### src/rtl/wupd_cache.sv
module wupd_cache #(
  parameter int AW = 8,
  parameter int DW = 16,
  parameter int IW = 2
) (
  input  logic          clk,
  input  logic          rst_n,
  input  logic          cpu_req,
  input  logic          cpu_we,
  input  logic [AW-1:0] cpu_addr,
  input  logic [DW-1:0] cpu_wdata,
  output logic          cpu_rdy,
  output logic [DW-1:0] cpu_rdata,
  output logic          bus_req,
  output logic [1:0]    bus_cmd,
  output logic [AW-1:0] bus_addr,
  output logic [DW-1:0] bus_wdata,
  input  logic          bus_ack,
  input  logic [DW-1:0] bus_rdata,
  input  logic          bus_shared,
  input  logic          snp_valid,
  input  logic [1:0]    snp_cmd,
  input  logic [AW-1:0] snp_addr,
  input  logic [DW-1:0] snp_data,
  output logic          snp_hit,
  output logic          snp_flush,
  output logic [DW-1:0] snp_flush_data
);
  localparam int TW = AW - IW;
  localparam int NL = 1 << IW;
  localparam logic [1:0] CMD_RD = 2'd0, CMD_UPD = 2'd1, CMD_WB = 2'd2;

  typedef enum logic [1:0] {L_INV, L_EXC, L_SHR, L_DRT} lst_t;
  typedef enum logic [1:0] {F_IDLE, F_WB, F_FILL, F_UPD} fsm_t;

  lst_t          lst  [NL];
  logic [TW-1:0] ltag [NL];
  logic [DW-1:0] ldat [NL];
  fsm_t          fsm;

  wire [IW-1:0] cidx = cpu_addr[IW-1:0];
  wire [TW-1:0] ctag = cpu_addr[AW-1:IW];
  wire [IW-1:0] sidx = snp_addr[IW-1:0];
  wire [TW-1:0] stag = snp_addr[AW-1:IW];

  wire snp_act = snp_valid && snp_cmd != CMD_WB;
  wire collide = snp_act && sidx == cidx;
  wire chit    = lst[cidx] != L_INV && ltag[cidx] == ctag;
  wire go      = fsm == F_IDLE && cpu_req && !collide;

  assign snp_hit        = snp_act && lst[sidx] != L_INV && ltag[sidx] == stag;
  assign snp_flush      = snp_hit && lst[sidx] == L_DRT;
  assign snp_flush_data = ldat[sidx];

  assign bus_req   = fsm != F_IDLE;
  assign bus_cmd   = fsm == F_WB ? CMD_WB : (fsm == F_UPD ? CMD_UPD : CMD_RD);
  assign bus_addr  = fsm == F_WB ? {ltag[cidx], cidx} : cpu_addr;
  assign bus_wdata = fsm == F_WB ? ldat[cidx] : cpu_wdata;
  assign cpu_rdata = fsm == F_FILL ? bus_rdata : ldat[cidx];

  always_comb begin
    case (fsm)
      F_IDLE:  cpu_rdy = go && chit && !(cpu_we && lst[cidx] == L_SHR);
      F_FILL:  cpu_rdy = bus_ack && !(cpu_we && bus_shared);
      F_UPD:   cpu_rdy = bus_ack;
      default: cpu_rdy = 1'b0;
    endcase
  end

  always_ff @(posedge clk) begin
    if (!rst_n) begin
      fsm <= F_IDLE;
      for (int i = 0; i < NL; i++) begin
        lst[i]  <= L_INV;
        ltag[i] <= '0;
        ldat[i] <= '0;
      end
    end else begin
      if (snp_hit) begin
        lst[sidx] <= L_SHR;
        if (snp_cmd == CMD_UPD) ldat[sidx] <= snp_data;
      end
      case (fsm)
        F_IDLE:
          if (go) begin
            if (chit) begin
              if (cpu_we) begin
                if (lst[cidx] == L_SHR) fsm <= F_UPD;
                else begin
                  lst[cidx]  <= L_DRT;
                  ldat[cidx] <= cpu_wdata;
                end
              end
            end else begin
              fsm <= (lst[cidx] == L_DRT) ? F_WB : F_FILL;
            end
          end
        F_WB:
          if (bus_ack) begin
            lst[cidx] <= L_INV;
            fsm       <= F_FILL;
          end
        F_FILL:
          if (bus_ack) begin
            ltag[cidx] <= ctag;
            if (!cpu_we) begin
              lst[cidx]  <= bus_shared ? L_SHR : L_EXC;
              ldat[cidx] <= bus_rdata;
              fsm        <= F_IDLE;
            end else begin
              ldat[cidx] <= cpu_wdata;
              lst[cidx]  <= bus_shared ? L_SHR : L_DRT;
              fsm        <= bus_shared ? F_UPD : F_IDLE;
            end
          end
        F_UPD:
          if (bus_ack) begin
            lst[cidx]  <= bus_shared ? L_SHR : L_EXC;
            ldat[cidx] <= cpu_wdata;
            fsm        <= F_IDLE;
          end
        default: fsm <= F_IDLE;
      endcase
    end
  end
endmodule

### config.mk
export PLATFORM = sky130hd
export DESIGN_NAME = wupd_cache
export DESIGN_NICKNAME = d
export VERILOG_FILES = /design/src/rtl/wupd_cache.sv
export SDC_FILE = /design/constraint.sdc
export NUM_CORES = 1
export LEC_CHECK = 0
export BUFFER_PORTS_ARGS = -buffer_cell sky130_fd_sc_hd__clkbuf_2
export CAP_MARGIN = 20
export CORE_UTILIZATION = 51
export DETAILED_ROUTE_END_ITERATION = 16
export PLACE_DENSITY = 0.89
export SLEW_MARGIN = 10
export SYNTH_ARGS = -nofsm -noshare
export SYNTH_HDL_FRONTEND = slang
export SYNTH_SLANG_ARGS = --single-unit
### constraint.sdc
create_clock -name clk -period 4.61 [get_ports clk]
set_clock_uncertainty 0.1 [all_clocks]
set_input_delay 1.1525 -clock clk [delete_from_list [all_inputs] [get_ports clk]]
set_output_delay 1.1525 -clock clk [all_outputs]
set_load 0.1 [all_outputs]
==> metrics.txt <==
status=finished, final reports clean; final hold violation count=0; Die Wd=approximately 120 um; Syn Area/Cell=around 12 sq um; Mapped Nets=637; register bit total from synthesis=98; io pins=135; Area growth syn-to-layout=26.6%; Final min period=~4.4 ns; most instantiated cells after synthesis=96 x edfxtp_1, 72 x nor2_1, 43 x mux4_2; share of post-route cells with drive strength above 1=46.1%; Worst-Skew Late Latency=about 0.36 ns; cts hold-fix bufs=0; Vias per Instance=about 6.7; most used flip-flop cell after synthesis=edfxtp_1; placement row count=41; largest net degree at the start of global routing=33; DRT Pass-1 Iters=5; Slew Limit Fails=0; CTS clk-pin slew, worst paths=0.07 ns; H-tree depth=3; final non-filler cell total=~860; RSZ-0062 raised after global routing=no; worst path arrival time=3.16 ns; Simple-Gate Fraction of Synth Area=12.1%; Remaining DRCs=0; Leakage Power=3.58 nW; core box area=12900 sq um; final wirelength=roughly 21 mm; Max IR drop VDD=approximately 0.00021 V; sequential share of power=36.5%; adder-cell share of the synthesized area=0%; root buffer cell=clkbuf_16; placed cell areas=8360 sq um; total of max-cap violations=0; Setup CP Type=in2out; most instantiated library cell after synthesis=edfxtp_1; Critical-path top delay cell=mux4_2; Comb pwr share=37.4%; GRT Overall Usage=31.3%; worst path cell trace=clkbuf_2 -> mux4_2 -> xor2_1 -> nor2_1 -> o21ai_2 -> or2_2 -> nor2_4 -> buf_12; TritonCTS Buffers=9; worst-path fanout max=11; initial core utilization=53.2%; Tightest Hold Check Type=reg2reg; vias in the first global route=6094; Slew headroom=26.6%; Longest Clk Path Bufs=2; Fin Setup TNS=0 ns; Final setup viols=0; Switching Fraction=38.9%; internal power=between 1.5 and 2 mW; Pwr Density=~330 nW/um^2; clk sinks=between 90 and 100; post-synthesis sequential area ratio=between 40% and 50%; dpl cells=between 800 and 900; grt total ovfl=0; CP Capture Type=output pin; final period utilization=between 90% and 100%; # diodes=0; yosys warns=0; PnR Total Power=2.87 mW; largest family of logic cells by synthesized area=multiplexers; XOR/XNOR Fraction of Synth Area=roughly 2.3%; post-route ant nets=0; Routed WL per cell=24.5 um; Async S/R FF share, synth=0%; cts repair resizes=0; Max Clk Rate=226 MHz; Net Switching=between 1 and 1.5 mW; Post-DP HPWL=14.4 mm; Layout Utilization=between 60% and 70%; via count=5823; first-pass GRT wire length=around 33 mm; post-route cell area=8680 sq um; DIE HEIGHT=118 um; cell taking the most area after synthesis=edfxtp_1; critical path startpoint category=input port; Yosys cell types=50; synthesized area=6860 sq um; CTS tree=yes; Synth Area in Compound Gates=13.4%; Worst Path Required=3.36 ns; die area=approximately 14000 sq um; clock share of power=26.1%; synth top area cells=edfxtp_1 42%, mux4_2 14%, mux2_2 6.2%; Slew @ Worst Pin=1.10 ns; top cell type's share of synthesized area=42.1%; Nets=760; GPL Wtd Cong=0.922; Worst path max stage delay=0.54 ns; post-CTS setup buffer count=0; Post-Syn Instances=564; Post-synth EDFFs=between 90 and 100; initial DRC count=about 830; port buffer count=134; initial antenna violation count=0; mux cell area share after synthesis=between 20 and 25%
==> cells in the final DEF, fill, tap and decap left out, types with 5 or more instances in the layout <==
cell,netlist,layout
edfxtp_1,96,96
clkbuf_2,0,94
nor2_1,72,71
mux4_2,43,43
buf_12,0,42
mux2_2,38,38
a31o_2,32,32
buf_4,3,28
mux2i_1,24,24
nand2b_1,24,24
inv_1,21,21
a41o_1,17,17
and3_1,14,14
nand2_1,13,13
and2_1,13,13
xnor2_1,11,11
o41ai_1,10,10
o41ai_2,9,9
clkbuf_16,0,9
xor2_1,7,7
o21ai_0,7,6
or3_1,6,6
o211ai_1,5,5
==> layout make-up <==
| class | count | area, sq um |
|---|---|---|
| clock buffers | 9 | 225 |
| flip-flops and latches | 98 | 2920 |
| well taps | 172 | 215 |
| fillers | 866 | 4200 |
| multi-input cells | 392 | 3630 |
| clock inverters | 7 | 66.3 |
| inverters | 21 | 78.8 |
| repair buffers | 165 | 1540 |
==> path summary, 6_finish.rpt <==
kind,endpoint,start,cells past startpoint,slack (ns)
worst min register to register,fsm[0],fsm[0],2,0.51
worst max register to register,ldat[3][6],ltag[0][3],6,1.36
worst min-delay path,fsm[0],fsm[0],2,0.51
worst max-delay path,snp_flush,snp_addr[0],8,0.19
==> critical path, delay by kind of cell <==
family	cells	cell delay, ns
xor+xnor	1	0.16
simple gates	3	0.76
buf+inv	2	0.41
compound gates	1	0.12
mux	1	0.54
==> cell families (layout without fill, tap and decap cells) <==
kind of cell / count (synthesis) / after routing
mux: 106 / 106
compound gates: 101 / 101
flops: 98 / 98
simple gates: 167 / 167
buf+inv: 74 / 202
xor+xnor: 18 / 18
==> per-stage QoR <==
| stage | hold slack, ns | setup slack, ns |
|---|---|---|
| CTS | 0.496 | 0.193 |
| global placement | 0.450 | 0.266 |
| global route | 0.539 | 0.0803 |
| detailed placement | 0.487 | 0.195 |
| floorplan | 0.402 | 0.0236 |
| finish | 0.512 | 0.193 |
==> per-layer routing <==
layer  track usage (%)  vias to the layer above  wire length [um]
li1                  -                     2464                 -
met1              37.7                     2829              7520
met2              51.2                      443             10600
met3              7.66                       87              2130
met4              18.3                        0               881
met5                 0                        -                 0
==> power groups by stage <==
| stage | logic, mW | clock network [mW] | registers, mW |
|---|---|---|---|
| after CTS | 1.06 | 0.746 | 1.05 |
| after global placement | 1.04 | 0 | 1.06 |
| after floorplan | 0.723 | 0 | 1.05 |
| final | 1.07 | 0.750 | 1.05 |
| after detailed placement | 1.06 | 0 | 1.07 |
| after global routing | 1.10 | 0.785 | 1.05 |
==> flip-flops by register name, indices dropped and copies added, names as in the netlist <==
register,count
fsm,2
ldat,64
lst,8
ltag,24
Note: power is estimated with default switching activity, not from simulation.
